**config.mk**
```make
export PLATFORM = sky130hd
export DESIGN_NAME = aclink_out_packer
export DESIGN_NICKNAME = d
export VERILOG_FILES = /design/src/rtl/aclink_pkg.sv /design/src/rtl/aclink_ctrl.sv /design/src/rtl/aclink_dp.sv /design/src/rtl/aclink_out_packer.sv
export SDC_FILE = /design/constraint.sdc
export NUM_CORES = 1
export LEC_CHECK = 0
export CAP_MARGIN = 25
export CORE_ASPECT_RATIO = 1.5
export CORE_MARGIN = 2
export CORE_UTILIZATION = 25
export CTS_CLUSTER_SIZE = 24
export DETAILED_ROUTE_END_ITERATION = 8
export PLACE_DENSITY = 0.42
export SLEW_MARGIN = 20
export SYNTH_ARGS = -nofsm -noshare
export SYNTH_HDL_FRONTEND = slang
export SYNTH_SLANG_ARGS = --single-unit
export TNS_END_PERCENT = 20
```
**constraint.sdc**
```tcl
create_clock -name clk -period 9.6 [get_ports clk]
set_input_delay 1.44 -clock clk [delete_from_list [all_inputs] [get_ports clk]]
set_output_delay 1.44 -clock clk [all_outputs]
set_load 0.02 [all_outputs]
```
**src/rtl/aclink_pkg.sv**
```systemverilog
package aclink_pkg;
  parameter int SLOT_W    = 20;
  parameter int TAG_W     = 16;
  parameter int NUM_SLOTS = 12;
  parameter int IDX_W     = 7;
  parameter int DATA_W    = 16;
  localparam int FRAME_W  = TAG_W + NUM_SLOTS * SLOT_W;
  localparam int POS_W    = $clog2(FRAME_W);
  localparam int RES_W    = $clog2(SLOT_W + 1);

  typedef struct packed {
    logic load;   // build and load the next frame
    logic take;   // a command is consumed into that frame
  } strobe_t;

  // Left-align a right-aligned sample of 'bits' width in a slot.
  function automatic logic [SLOT_W-1:0] msbJustify(input logic [SLOT_W-1:0] raw,
                                                   input logic [RES_W-1:0] bits);
    logic [RES_W-1:0] eff;
    eff = (bits == '0 || int'(bits) > SLOT_W) ? RES_W'(SLOT_W) : bits;
    return raw << (RES_W'(SLOT_W) - eff);
  endfunction
endpackage

```
**src/rtl/aclink_ctrl.sv**
```systemverilog
module aclink_ctrl
  import aclink_pkg::*;
#(
  parameter int FW = FRAME_W,
  parameter int TW = TAG_W
) (
  input  logic    clk,
  input  logic    rstN,
  input  logic    cmdValid,
  output logic    cmdReady,
  output logic    syncOut,
  output strobe_t strb
);
  localparam int PW = $clog2(FW);
  localparam logic [PW-1:0] LAST = PW'(FW - 1);

  logic [PW-1:0] pos;

  always_ff @(posedge clk) begin
    if (!rstN) pos <= LAST;
    else       pos <= (pos == LAST) ? '0 : pos + 1'b1;
  end

  assign cmdReady  = rstN && (pos == LAST);
  assign strb.load = cmdReady;
  assign strb.take = cmdReady && cmdValid;

  always_ff @(posedge clk) begin
    if (!rstN) syncOut <= 1'b0;
    else       syncOut <= (pos == LAST) || (pos < PW'(TW - 1));
  end


  ready_then_sync_chk: assert property (@(posedge clk) disable iff (!rstN)
    cmdReady |=> syncOut);

  sync_ends_chk: assert property (@(posedge clk) disable iff (!rstN)
    (syncOut && pos == PW'(TW - 1)) |=> !syncOut);
endmodule

```
**src/rtl/aclink_dp.sv**
```systemverilog
module aclink_dp
  import aclink_pkg::*;
(
  input  logic              clk,
  input  logic              rstN,
  input  strobe_t           strb,
  input  logic              cmdRead,
  input  logic [IDX_W-1:0]  cmdIndex,
  input  logic [DATA_W-1:0] cmdData,
  input  logic              pcmValid,
  input  logic [SLOT_W-1:0] pcmLeft,
  input  logic [SLOT_W-1:0] pcmRight,
  input  logic [RES_W-1:0]  sampleBits,
  input  logic              mono,
  output logic              sdataOut
);
  localparam int S1_HI = FRAME_W - TAG_W - 1;
  localparam int S2_HI = S1_HI - SLOT_W;
  localparam int S3_HI = S2_HI - SLOT_W;
  localparam int S4_HI = S3_HI - SLOT_W;
  localparam int REST_HI = S4_HI - SLOT_W;

  logic [SLOT_W-1:0]    slotVal [NUM_SLOTS];
  logic [NUM_SLOTS-1:0] slotValid;
  logic [FRAME_W-1:0]   frameNext;
  logic [FRAME_W-1:0]   shiftReg;
  logic [SLOT_W-1:0]    justL, justR;
  logic                 cmdOk;

  assign justL = msbJustify(pcmLeft, sampleBits);
  assign justR = msbJustify(pcmRight, sampleBits);
  assign cmdOk = strb.take && (cmdRead || !cmdIndex[0]);

  always_comb begin
    for (int s = 0; s < NUM_SLOTS; s++) begin
      slotVal[s]   = '0;
      slotValid[s] = 1'b0;
    end
    if (cmdOk) begin
      slotVal[0]   = {cmdRead, cmdIndex, {(SLOT_W-1-IDX_W){1'b0}}};
      slotValid[0] = 1'b1;
      if (!cmdRead) begin
        slotVal[1]   = {cmdData, {(SLOT_W-DATA_W){1'b0}}};
        slotValid[1] = 1'b1;
      end
    end
    if (pcmValid) begin
      slotVal[2]   = justL;
      slotVal[3]   = mono ? justL : justR;
      slotValid[2] = 1'b1;
      slotValid[3] = 1'b1;
    end
  end

  always_comb begin
    frameNext = '0;
    frameNext[FRAME_W-1] = |slotValid;
    for (int s = 0; s < NUM_SLOTS; s++) begin
      frameNext[FRAME_W-2-s] = slotValid[s];
      frameNext[S1_HI - s*SLOT_W -: SLOT_W] = slotVal[s];
    end
  end

  always_ff @(posedge clk) begin
    if (!rstN)          shiftReg <= '0;
    else if (strb.load) shiftReg <= frameNext;
    else                shiftReg <= {shiftReg[FRAME_W-2:0], 1'b0};
  end

  assign sdataOut = shiftReg[FRAME_W-1];


  odd_store_cancel_chk: assert property (@(posedge clk) disable iff (!rstN)
    (strb.take && !cmdRead && cmdIndex[0]) |=>
      (shiftReg[FRAME_W-2 -: 2] == 2'b00 && shiftReg[S1_HI -: 2*SLOT_W] == '0));

  mono_copy_chk: assert property (@(posedge clk) disable iff (!rstN)
    (strb.load && mono) |=> (shiftReg[S3_HI -: SLOT_W] == shiftReg[S4_HI -: SLOT_W]));

  read_data_zero_chk: assert property (@(posedge clk) disable iff (!rstN)
    (strb.take && cmdRead) |=> (shiftReg[S2_HI -: SLOT_W] == '0 && !shiftReg[FRAME_W-3]));

  spare_slots_zero_chk: assert property (@(posedge clk) disable iff (!rstN)
    strb.load |=> (shiftReg[REST_HI:0] == '0));
endmodule

```
**src/rtl/aclink_out_packer.sv**
```systemverilog
module aclink_out_packer
  import aclink_pkg::*;
(
  input  logic              clk,
  input  logic              rstN,
  input  logic              cmdValid,
  output logic              cmdReady,
  input  logic              cmdRead,
  input  logic [IDX_W-1:0]  cmdIndex,
  input  logic [DATA_W-1:0] cmdData,
  input  logic              pcmValid,
  input  logic [SLOT_W-1:0] pcmLeft,
  input  logic [SLOT_W-1:0] pcmRight,
  input  logic [RES_W-1:0]  sampleBits,
  input  logic              mono,
  output logic              syncOut,
  output logic              sdataOut
);
  strobe_t strb;

  aclink_ctrl #(.FW(FRAME_W), .TW(TAG_W)) u_ctrl (
    .clk(clk), .rstN(rstN), .cmdValid(cmdValid),
    .cmdReady(cmdReady), .syncOut(syncOut), .strb(strb)
  );

  aclink_dp u_dp (
    .clk(clk), .rstN(rstN), .strb(strb),
    .cmdRead(cmdRead), .cmdIndex(cmdIndex), .cmdData(cmdData),
    .pcmValid(pcmValid), .pcmLeft(pcmLeft), .pcmRight(pcmRight),
    .sampleBits(sampleBits), .mono(mono), .sdataOut(sdataOut)
  );
endmodule

```
; Yosys cells after proc, flatten, opt, wreduce, memory -nomap -nowiden
; Cells that the tools add are included.
; Widths: inputs -> output; s select.
[op_classes]
addsub = 2
magnitude_cmp = 2
eq_ne = 1
n_shift = 2
n_mux = 10
bitwise_logic = 1
n_reduce_logical = 10
[op_table]
columns = operator, count
row1 = $mux 256, 1
row2 = $mux 40, 2
row3 = $mux 20, 2
row4 = $shl 20x5->20, 2
row5 = $add 8x1->8 const B, 1
row6 = $eq 8x8->1 const B, 1
row7 = $lt 8x4->1 const B, 1
row8 = $mux 8, 1
row9 = $gt 5x5->1 const B, 1
row10 = $logic_not 5->1, 1
row11 = $mux 5, 1
row12 = $sub 5x5->5 const A, 1
row13 = $mux 2, 2
row14 = $reduce_or 4->1, 1
row15 = $logic_and 1x1->1, 3
row16 = $logic_or 1x1->1, 3
row17 = $reduce_or 2->1, 1
row18 = $logic_not 1->1, 1
row19 = $mux 1, 1
row20 = $not 1->1, 1
[word_totals]
ff_bits = 265
in_bits = 74
output_inout_bits = 3
wordCells = 32

; Depth between registers and ports, before layout
; Gate-level depths: netlist of the first run.
[logic_depth]
word_depth = 8
mapped_depth = 16
mapped_depth_nobuf = 11

; Modules after synthesis
; From an unflattened synthesis of the first run, not the netlist that was laid out.
[hier_totals]
cells_unflattened = 673
hier_area_um2 = 6155.9
[modules_own_cells]
columns = module, instances, cells_per_inst, area_each_um2, seq_area_each_um2
row1 = aclink_dp, 1, 631, 5751.8, 1921.8
row2 = aclink_ctrl, 1, 42, 404.1, 180.2

; Least setup slack after synthesis of the first run
; Ideal clock, no wire load.
[synth_path]
path_type = input-to-reg
start = in sampleBits[3]
end = reg u_dp.shiftReg[170]
setup_time_ps = 117
arrival_ps = 4362
t_required_ps = 9483
slack_ps = 5120
cell_stages = 15
n_path_buf = 7
cell_sequence = buf_6 > o21ai_1 > and2_1 > buf_4 > inv_2 > buf_2 > ha_1 > buf_2 > buf_2 > clkbuf_1 > clkbuf_1 > o22ai_1 > a211oi_1 > nand2_1 > a32o_1
[synth_between]
elab_chain_len = 8
elab_cells_between_ends = 10
cone_classes = add/sub (1) / order compare (1) / shift (2) / mux (4) / reduce/logical (2)
[synth_lines]
columns = item, line
row1 = "start, declared", aclink_out_packer.sv:14  ; input logic [RES_W-1:0] sampleBits,
row2 = $gt 5x5->1 / $logic_not 5->1 (equally long branches), aclink_pkg.sv:20  ; eff = (bits == '0 || int'(bits) > SLOT_W) ? RES_W'(SLOT_W) : bits;
row3 = $logic_or 1x1->1, aclink_pkg.sv:20
row4 = $mux 5 *, aclink_pkg.sv:20
row5 = $sub 5x5->5 *, aclink_pkg.sv:21  ; return raw << (RES_W'(SLOT_W) - eff);
row6 = $shl 20x5->20, aclink_pkg.sv:21
row7 = $mux 20 *, aclink_dp.sv:49  ; slotVal[3] = mono ? justL : justR;
row8 = $mux 40 *, aclink_dp.sv:47  ; if (pcmValid) begin
row9 = $mux 256 *, aclink_dp.sv:66  ; else if (strb.load) shiftReg <= frameNext;
row10 = "end signal, assigned", aclink_dp.sv:66
row11 = "end signal, assigned", aclink_dp.sv:67  ; else shiftReg <= {shiftReg[FRAME_W-2:0], 1'b0};
row12 = "end, declared", aclink_dp.sv:26  ; logic [FRAME_W-1:0] shiftReg;
; Every way passes the cells marked *; elsewhere a longest branch is shown, timed or not.
; A chain may end at the register's enable or synchronous reset.

; Worst setup path in the final report of the first run
; Same ends and word-level chain as after synthesis.

==> flow_summary.yaml, run 1 <==
timing:
  max_freq_mhz: 150
  grt_setup_unrepaired: "no"
  report.final.setup_viol: 0
  postLayoutSetupSlackWorst_ns: 2.93
  tmin_final_ns: 6.67
  max-slew-margin-rel: 0.419
  final.setup_skew_ns: 0.0126
  timing_worst_slew_pin_value_ns: 0.864
  hold_violations: 0
  final_max_slew_viol_count: 0
  setup-tns-final_ns: 0
  min_period_over_period: 0.695
yosys:
  synth_enable_flop_cells: 0
  post_synth_main_area_contributors: "sky130_fd_sc_hd__dfxtp_1, sky130_fd_sc_hd__mux2i_1, sky130_fd_sc_hd__mux4_2"
  synth_largest_area_cell: "sky130_fd_sc_hd__dfxtp_1"
  yosysSeqAreaShare: 0.372
  avg_cell_area_syn_sq_um: 9.35
  mappedNetlistNets: 680
  synth_top_flop_cell: "sky130_fd_sc_hd__dfxtp_1"
  ys_warn_count: 0
  post-synth-top-area-fraction: 0.372
  post_synth_num_cell_types: 69
  ys_async_sr_fraction: 0
  netlist_instances: 604
  syn_area_sq_um: 5650
  postSynthRegisterBits: 105
place:
  post-place-cells: 909
  preCtsSetupSlack_ns: 2.57
  dp_hpwl_mm: 13.8
  count_of_buffers_from_port_buffering: 76
  gp_routability_congestion: 0.892
critical_path:
  largest_driver_fanout_on_the_critical_path: 38
  beginning_of_the_worst_register_to_register_path: "u_ctrl.pos[0]"
  worstRegToRegCells: 9
  worst_setup_path_startpoint: "sampleBits[3]"
  arrival_ns: 6.91
  cp_cell_sequence: "clkdlybuf4s50_1 > o21ai_1 > and2_2 > buf_4 > inv_2 > ha_1 > buf_4 > inv_1 > and3_1 > a221o_1 > and3_1 > a211oi_1 > nand2_1 > a32o_1"
  crit_path_end_kind: "register"
  timing.rr.end: "u_dp.shiftReg[178]"
  timing.critical_path.required_ns: 9.84
  timing.critical_path.from_type: "input port"
  path_buf_inv: 5
  critical_path.max_stage_delay_ns: 0.84
  worst_path_dominant_cell_family: "buffers and inverters"
  timing.critical_path.slowest_stage_cell: "sky130_fd_sc_hd__o21ai_1"
  critical_path_class: "input port to register"
  reg2reg_setup_slack_ns: 6.33
global_route:
  grt_start_max_net_pins: 63
  global_route.usage.total: 0.152
  first_global_vias: 5067
  antenna_found_initial: 0
  grt_overflow: 0
  first_pass_grt_wire_length_mm: 28.3
cells_and_area:
  final_layout_size_suffix_gt1_frac: 0.0955
  layout-area-overhead-vs-synth_pct: 21.6
  design.final.nets: 720
  layout.cells.non_filler: 925
  antenna-diode-count: 0
  layout.core_utilization: 0.308
routing:
  drt_first_iter_violations: 317
  post_drt_antenna_nets: 0
  drc: 0
  wire_per_inst_microns: 19.7
  route.vias.total: 4923
  drt-pass1-iter-count: 5
  wirelength_mm: 18.2
  route.detailed.vias_per_inst: 5.32
pwr:
  p_per_area_nw_per_um2: 182
  power_consumption_mw: 1.25
  max-vdd-ir-drop_mv: 0.0771
  leakage_nw: 2.61
status:
  run_status: "finished, final reports clean"
clock_network:
  worst_path_clk_slew_ns: 0.08
  numCtsBuffers: 9
  cts_post_setup_buffers_inserted: 0
  cts.repair.resized: 0
  cts.htree.levels: 3
  post_cts_hold_buffer_count: 0
  cts_sinks: 105
  clock_tree_from_tritoncts: "built"
  clock_latency_ns: 0.35
  clockRootBuffer: "sky130_fd_sc_hd__clkbuf_16"
  clock_path_buffers: 2
run:
  drv_cap: 0
worst_hold_path:
  min_path_cells: 2
  min_path_type: "register to register"
  holdPathEnd: "u_dp.shiftReg[252]"
  hold_path.startpoint: "u_dp.shiftReg[251]"
die:
  die_width_microns: 127
  floorplan.initialDensity: 0.253
  design.portCount: 77
  floorplan.rows: 67
  area_enclosed_by_the_die_boundary_sq_um: 23800
  core_sq_um: 22300
  die_h_microns: 188
-- per-stage QoR --
step | instance area [sq um] | hold WS [ns]
floorplan | 5650 | 0.399
global placement | 6570 | 0.410
detailed placement | 6570 | 0.411
CTS | 6870 | 0.428
global route | 6870 | 0.446
finish | 6870 | 0.424
-- cell usage after synthesis, types with 5 or more instances --
cell                       count
sky130_fd_sc_hd__a32o_1        7
sky130_fd_sc_hd__nor2b_1       7
sky130_fd_sc_hd__a21oi_1      16
sky130_fd_sc_hd__clkbuf_1     37
sky130_fd_sc_hd__nor3_1       11
sky130_fd_sc_hd__and3_1       13
sky130_fd_sc_hd__nand3_1      15
sky130_fd_sc_hd__a22o_1       30
sky130_fd_sc_hd__o211ai_1      7
sky130_fd_sc_hd__buf_4         7
sky130_fd_sc_hd__dfxtp_1     105
sky130_fd_sc_hd__mux2_2       11
sky130_fd_sc_hd__a211oi_1     10
sky130_fd_sc_hd__nand2_1      68
sky130_fd_sc_hd__nor2_1       16
sky130_fd_sc_hd__inv_1         5
sky130_fd_sc_hd__buf_2         7
sky130_fd_sc_hd__o22ai_1       7
sky130_fd_sc_hd__mux2i_1      56
sky130_fd_sc_hd__and2_1       34
sky130_fd_sc_hd__mux4_2       13
sky130_fd_sc_hd__a221o_1       9
sky130_fd_sc_hd__o21ai_0      25
-- kinds of logic after synthesis --
logic type | count (synthesis) | share of synthesized area
xor gates and xnor gates | 7 | 0.0109
buffers and inverters | 60 | 0.0487
AOI/OAI and AO/OA | 166 | 0.225
muxes | 80 | 0.173
and+or+nand+nor | 184 | 0.167
DFF | 105 | 0.372
adders and majority gates | 2 | 0.00443
-- layer usage --
metal / up-vias / share of wire / track usage
li1: 2338 / - / -
met1: 2371 / 0.39 / 0.165
met2: 167 / 0.52 / 0.274
met3: 47 / 0.038 / 0.0185
met4: 0 / 0.058 / 0.104
met5: - / 0 / 0
-- sequential cells by signal, summed over array words and instances (netlist names) --
| signal | cells |
|---|---|
| u_ctrl.pos | 8 |
| u_dp.shiftReg | 96 |
| u_ctrl.syncOut | 1 |
-- how the worst max path moves through the flow --
stage          depth (start not counted)            endpoint
6_report                              14  u_dp.shiftReg[170]
5_1_grt                               14  u_dp.shiftReg[170]
4_1_cts                               14  u_dp.shiftReg[170]
3_5_place_dp                          14  u_dp.shiftReg[170]
3_3_place_gp                          14  u_dp.shiftReg[170]
2_1_floorplan                         15  u_dp.shiftReg[170]
-- final cells by class --
type,count,area (sq um)
fill,2349,15400
clock inverter,5,61.3
clock buffer,11,243
sequential,105,2100
multi-input combinational,439,3280
timing repair buffer,83,813
tap,276,345
inverter,6,22.5
-- worst min-delay path, delay by kind of cell, from the launching register on --
family / cells / cell delay (ns)
DFF: 1 / 0.31
and+or+nand+nor: 2 / 0.09
-- power by group --
group | switching, mW | total [mW] | internal, mW
combinational | 0.228 | 0.382 | 0.154
clock | 0.163 | 0.374 | 0.211
sequential | 0.0224 | 0.494 | 0.472
total | 0.413 | 1.25 | 0.837
-- layout by cell type (no fill, tap or decap), types with 4 or more instances in the layout --
| master | count |
|---|---|
| sky130_fd_sc_hd__dfxtp_1 | 105 |
| sky130_fd_sc_hd__clkdlybuf4s50_1 | 76 |
| sky130_fd_sc_hd__nand2_1 | 68 |
| sky130_fd_sc_hd__mux2i_1 | 56 |
| sky130_fd_sc_hd__and2_1 | 33 |
| sky130_fd_sc_hd__a22o_1 | 30 |
| sky130_fd_sc_hd__o21ai_0 | 25 |
| sky130_fd_sc_hd__a21oi_1 | 16 |
| sky130_fd_sc_hd__nand3_1 | 15 |
| sky130_fd_sc_hd__nor2_1 | 15 |
| sky130_fd_sc_hd__and3_1 | 13 |
| sky130_fd_sc_hd__mux4_2 | 13 |
| sky130_fd_sc_hd__nor3_1 | 11 |
| sky130_fd_sc_hd__mux2_2 | 11 |
| sky130_fd_sc_hd__a211oi_1 | 10 |
| sky130_fd_sc_hd__a221o_1 | 9 |
| sky130_fd_sc_hd__clkbuf_16 | 9 |
| sky130_fd_sc_hd__o211ai_1 | 7 |
| sky130_fd_sc_hd__o22ai_1 | 7 |
| sky130_fd_sc_hd__a32o_1 | 7 |
| sky130_fd_sc_hd__buf_4 | 7 |
| sky130_fd_sc_hd__nor2b_1 | 6 |
| sky130_fd_sc_hd__inv_1 | 5 |
| sky130_fd_sc_hd__a21boi_0 | 4 |
| sky130_fd_sc_hd__xnor2_1 | 4 |
| sky130_fd_sc_hd__or2_2 | 4 |
| sky130_fd_sc_hd__nor4_1 | 4 |
| sky130_fd_sc_hd__o31ai_1 | 4 |
| sky130_fd_sc_hd__a21o_1 | 4 |
| sky130_fd_sc_hd__a221oi_1 | 4 |
(Power assumes the default switching activity.)
==> run 2: changes to the inputs <==
==> constraint.sdc (replaced) <==
create_clock -name clk -period 6.6 [get_ports clk]
set_input_delay 0.99 -clock clk [delete_from_list [all_inputs] [get_ports clk]]
set_output_delay 0.99 -clock clk [all_outputs]
set_load 0.02 [all_outputs]
==> run 2 against run 1 <==
  * Sequential share of layout area decreased by 0.083 points
  * Cell area increased by 0.27%
  * Non-clock buffer count increased by 5
  * Via count about the same
  * Flip-flop and latch count unchanged
  * Combinational power increased by 46%
  * Clock skew decreased by 0.0058 ns
  * Global-route usage increased by 0.18 points
  * Largest power group unchanged
==> flow_summary.yaml, run 2 (synthesized netlist as in run 1, its figures left out) <==
clock_network:
  clockRootBuffer: "sky130_fd_sc_hd__clkbuf_16"
  cts_post_setup_buffers_inserted: 0
  clock_path_buffers: 2
  cts_sinks: 105
  worst_path_clk_slew_ns: 0.07
  numCtsBuffers: 9
  clock_tree_from_tritoncts: "built"
  post_cts_hold_buffer_count: 0
  clock_latency_ns: 0.34
  cts.repair.resized: 0
  cts.htree.levels: 3
timing:
  postLayoutSetupSlackWorst_ns: 1.60
  final.setup_skew_ns: 0.00680
  grt_setup_unrepaired: "no"
  max_freq_mhz: 200
  hold_violations: 0
  min_period_over_period: 0.758
  max-slew-margin-rel: 0.343
  report.final.setup_viol: 0
  final_max_slew_viol_count: 0
  setup-tns-final_ns: 0
  timing_worst_slew_pin_value_ns: 0.985
  tmin_final_ns: 5.00
pwr:
  combinationalPowerShare: 0.314
  max-vdd-ir-drop_mv: 0.111
  power_report.internal_total_mw: 1.18
  net-switching-power_mw: 0.601
  power_consumption_mw: 1.78
  power.share.clock: 0.283
  power_switching_share: 0.337
  leakage_nw: 2.63
  p_per_area_nw_per_um2: 259
  share_seq_of_total_power: 0.403
status:
  run_status: "finished, final reports clean"
place:
  preCtsSetupSlack_ns: 1.31
  count_of_buffers_from_port_buffering: 76
  postPlaceCellArea_sq_um: 6610
  post-place-cells: 914
  dp_hpwl_mm: 14.0
  gp_routability_congestion: 0.888
cells_and_area:
  layout-area-overhead-vs-synth_pct: 21.9
  design.final.nets: 725
  fill_cells: 2362
  final_common_cell: "sky130_fd_sc_hd__dfxtp_1"
  layout.cell_area.non_filler_sq_um: 6890
  multi_input_comb_area_sq_um: 3290
  largest_register_ffs: 96
  final_layout_size_suffix_gt1_frac: 0.103
  layout.cells.non_filler: 929
  register_area_sq_um: 2100
  final_cell_mix: "sky130_fd_sc_hd__dfxtp_1, sky130_fd_sc_hd__clkdlybuf4s50_1, sky130_fd_sc_hd__nand2_1"
  antenna-diode-count: 0
  top_regs: "u_dp.shiftReg x96, u_ctrl.pos x8, u_ctrl.syncOut x1"
  top_register: "u_dp.shiftReg"
worst_hold_path:
  holdPathEnd: "u_dp.shiftReg[254]"
  min_path_cells: 1
  min_path_type: "register to register"
  hold_path.startpoint: "u_dp.shiftReg[253]"
critical_path:
  critical_path.max_stage_delay_ns: 0.79
  beginning_of_the_worst_register_to_register_path: "u_ctrl.pos[0]"
  arrival_ns: 5.23
  cp_cell_sequence: "clkdlybuf4s50_1 > buf_4 > o21ai_1 > buf_4 > and2_2 > inv_2 > ha_1 > nor4_1 > nor2_2 > mux2i_1 > mux2_2 > a221o_1 > a32o_1"
  worstRegToRegCells: 8
  crit_path_end_kind: "register"
  path_buf_inv: 4
  worst_path_dominant_cell_family: "simple AND/OR/NAND/NOR gates"
  reg2reg_setup_slack_ns: 3.62
  worst_path_most_repeated_cell: "sky130_fd_sc_hd__buf_4"
  timing.critical_path.required_ns: 6.83
  critical_path_class: "input port to register"
  timing.critical_path.from_type: "input port"
  timing.critical_path.slowest_stage_cell: "sky130_fd_sc_hd__nor2_2"
  timing.rr.end: "u_dp.shiftReg[175]"
  largest_driver_fanout_on_the_critical_path: 22
routing:
  post_drt_antenna_nets: 0
  drt-pass1-iter-count: 5
  route.vias.total: 4926
  drt_first_iter_violations: 330
  wire_per_inst_microns: 19.7
  drc: 0
  wirelength_mm: 18.3
  route.detailed.vias_per_inst: 5.30
die:
  core_sq_um: 22300
  die_width_microns: 127
  die_h_microns: 188
  floorplan.rows: 67
  design.portCount: 77
  area_enclosed_by_the_die_boundary_sq_um: 23800
  floorplan.initialDensity: 0.253
run:
  drv_cap: 0
global_route:
  grt_overflow: 0
  antenna_found_initial: 0
  grt_start_max_net_pins: 58
  first_pass_grt_wire_length_mm: 28.9
  global_route.usage.total: 0.154
  first_global_vias: 4965
## run 2: worst max-delay path by stage
stage,from,endpoint,slack [ns],cells after the start
global route,sampleBits[4],u_dp.shiftReg[169],1.30,13
detailed placement,sampleBits[2],u_dp.shiftReg[169],1.31,13
floorplan,sampleBits[3],u_dp.shiftReg[170],2.57,15
CTS,sampleBits[2],u_dp.shiftReg[169],1.66,13
finish,sampleBits[4],u_dp.shiftReg[169],1.60,13
global placement,sampleBits[4],u_dp.shiftReg[169],1.41,13
## run 2: layout make-up
| type | count | share of cell area |
|---|---|---|
| well taps | 276 | 0.0501 |
| multi-input cells | 439 | 0.478 |
| flip-flops and latches | 105 | 0.305 |
| clock buffers | 11 | 0.0352 |
| inverters | 6 | 0.00327 |
| clock inverters | 4 | 0.00508 |
| repair buffers | 88 | 0.123 |
## run 2: stage by stage
stage / hold slack [ns] / utilization
CTS: 0.426 / 0.309
finish: 0.422 / 0.309
global route: 0.437 / 0.309
global placement: 0.407 / 0.296
floorplan: 0.399 / -
detailed placement: 0.411 / 0.297
## run 2: worst register-to-register path, stage by stage, from the launching register on
cell and delay, ns:
sky130_fd_sc_hd__dfxtp_1 0.38, sky130_fd_sc_hd__ha_1 0.21, sky130_fd_sc_hd__nand3_1 0.17, sky130_fd_sc_hd__nor3_1 0.28, sky130_fd_sc_hd__buf_4 0.23, sky130_fd_sc_hd__and3_1 0.60
sky130_fd_sc_hd__nand2_1 0.43, sky130_fd_sc_hd__o32ai_1 0.39, sky130_fd_sc_hd__a221o_1 0.23
## run 2: per-layer routing
metal	vias to the layer above	share of wire	wire (microns)	track usage
met1	2393	0.41	7440	0.178
li1	2350	-	-	-
met2	143	0.52	9410	0.280
met3	40	0.032	579	0.0171
met5	-	0	0	0
met4	0	0.046	832	0.0769
## run 2: power groups by stage
stage / sequential [mW] / combinational (mW) / clock [mW]
final: 0.718 / 0.559 / 0.505
after global routing: 0.725 / 0.615 / 0.550
after CTS: 0.718 / 0.564 / 0.527
after detailed placement: 0.732 / 0.561 / 0
after global placement: 0.730 / 0.557 / 0
after floorplan: 0.727 / 0.371 / 0
==> run 3: changes to the inputs <==
==> constraint.sdc (replaced) <==
create_clock -name clk -period 4.6 [get_ports clk]
set_input_delay 0.69 -clock clk [delete_from_list [all_inputs] [get_ports clk]]
set_output_delay 0.69 -clock clk [all_outputs]
set_load 0.02 [all_outputs]
==> run 3 against run 2 <==
  * Cell area up 2.3%
  * Sequential share of layout area fell by 0.67 points
  * Flip-flop and latch count did not move
  * Count of clock-buffer cells in the layout decreased by 2
  * Via count grew 1.5%
  * Clock power rose by 52%
  * Cell count grew 1.5%
  * Worst setup slack worse by 0.82 ns
  * Critical endpoint is now u_dp.shiftReg[162]
  * Global-route usage fell by 0.46 points
  * First-iteration DRC count up 9.4%
  * Worst hold slack gained 0.0026 ns
  * Non-clock buffer count increased by 13
==> flow_summary.yaml, run 3 (synthesized netlist as in run 1, its figures left out) <==
status:
  run_status: "finished, final reports clean"
routing:
  wire_per_inst_microns: 19.2
  route.vias.total: 5001
  drc: 0
  drt-pass1-iter-count: 5
  post_drt_antenna_nets: 0
  drt_first_iter_violations: 361
  wirelength_mm: 18.1
  route.detailed.vias_per_inst: 5.30
timing:
  final_max_slew_viol_count: 0
  timing_worst_slew_pin_value_ns: 0.882
  postLayoutSetupSlackWorst_ns: 0.777
  max-slew-margin-rel: 0.408
  hold_violations: 0
  tmin_final_ns: 3.82
  min_period_over_period: 0.831
  max_freq_mhz: 262
  final.setup_skew_ns: 0.0115
  grt_setup_unrepaired: "no"
  setup-tns-final_ns: 0
  report.final.setup_viol: 0
global_route:
  grt_start_max_net_pins: 50
  grt_overflow: 0
  first_pass_grt_wire_length_mm: 27.9
  antenna_found_initial: 0
  global_route.usage.total: 0.150
  first_global_vias: 5034
clock_network:
  cts_sinks: 105
  worst_path_clk_slew_ns: 0.08
  clock_latency_ns: 0.35
  numCtsBuffers: 9
  post_cts_hold_buffer_count: 0
  clock_path_buffers: 2
  cts.htree.levels: 3
  clock_tree_from_tritoncts: "built"
  cts.repair.resized: 0
  clockRootBuffer: "sky130_fd_sc_hd__clkbuf_16"
  cts_post_setup_buffers_inserted: 0
critical_path:
  reg2reg_setup_slack_ns: 1.61
  largest_driver_fanout_on_the_critical_path: 15
  worst_path_dominant_cell_family: "simple AND/OR/NAND/NOR gates"
  path_buf_inv: 3
  critical_path_class: "input port to register"
  timing.critical_path.required_ns: 4.90
  cp_cell_sequence: "clkdlybuf4s50_1 > o21ai_1 > buf_4 > nand2_1 > ha_1 > buf_4 > nor3b_1 > o21ai_0 > and3_1 > nor2_1 > nand2_1 > nor3_1 > a221o_1"
  crit_path_end_kind: "register"
  critical_path.max_stage_delay_ns: 0.59
  timing.critical_path.from_type: "input port"
  timing.critical_path.slowest_stage_cell: "sky130_fd_sc_hd__clkdlybuf4s50_1"
  arrival_ns: 4.12
cells_and_area:
  final_common_cell: "sky130_fd_sc_hd__dfxtp_1"
  final_cell_mix: "sky130_fd_sc_hd__dfxtp_1, sky130_fd_sc_hd__clkdlybuf4s50_1, sky130_fd_sc_hd__nand2_1"
  antenna-diode-count: 0
  top_register: "u_dp.shiftReg"
  final_layout_size_suffix_gt1_frac: 0.121
  top_regs: "u_dp.shiftReg x96, u_ctrl.pos x8, u_ctrl.syncOut x1"
  design.final.nets: 738
  layout-area-overhead-vs-synth_pct: 24.7
  largest_register_ffs: 96
die:
  die_h_microns: 188
  die_width_microns: 127
  floorplan.rows: 67
  design.portCount: 77
  floorplan.initialDensity: 0.253
  area_enclosed_by_the_die_boundary_sq_um: 23800
  core_sq_um: 22300
place:
  preCtsSetupSlack_ns: 0.474
  dp_hpwl_mm: 13.9
  count_of_buffers_from_port_buffering: 76
  gp_routability_congestion: 0.932
worst_hold_path:
  min_path_type: "register to register"
pwr:
  p_per_area_nw_per_um2: 375
  max-vdd-ir-drop_mv: 0.162
  leakage_nw: 2.71
run:
  drv_cap: 0
run 3: final timing paths:
kind | from | endpoint | cells past startpoint
min reg2reg | u_dp.shiftReg[251] | u_dp.shiftReg[252] | 2
max reg2reg | u_ctrl.pos[0] | u_dp.shiftReg[178] | 9
max | sampleBits[4] | u_dp.shiftReg[162] | 13
min | u_dp.shiftReg[251] | u_dp.shiftReg[252] | 2
run 3: layout make-up:
type / count / area [sq um]
Inverter: 6 / 22.5
Clock buffer: 9 / 225
Tap cell: 276 / 345
Fill cell: 2304 / 15300
Multi-Input combinational cell: 439 / 3280
Sequential cell: 105 / 2100
Timing Repair Buffer: 101 / 981
Clock inverter: 7 / 85.1
run 3: report_power, final:
group | switching (mW) | leakage (nW) | internal, mW | total (mW)
combinational | 0.485 | 1.71 | 0.357 | 0.842
sequential | 0.0447 | 0.849 | 0.984 | 1.03
clock | 0.381 | 0.147 | 0.389 | 0.770
total | 0.911 | 2.71 | 1.73 | 2.64
run 3: stage by stage:
stage	hold WS [ns]	cells	utilization	total power, mW	cell area, sq um
6_report	0.424	943	0.316	2.64	7050
3_5_place_dp	0.405	926	0.301	1.87	6710
4_1_cts	0.424	942	0.315	2.66	7020
5_1_grt	0.435	943	0.316	2.79	7050
2_1_floorplan	0.399	604	-	1.58	5650
3_3_place_gp	0.411	926	0.301	1.87	6710
run 3: routing by layer:
layer,wire length [microns],GRT usage
met1,7090,0.165
met2,9080,0.264
met3,826,0.0214
met4,1150,0.100
met5,0,0
run 3: tightest hold or removal path, cell delays in order (launching register included):
cell and delay (ns):
sky130_fd_sc_hd__dfxtp_1 0.31, sky130_fd_sc_hd__nand2_1 0.04, sky130_fd_sc_hd__nand2_1 0.05
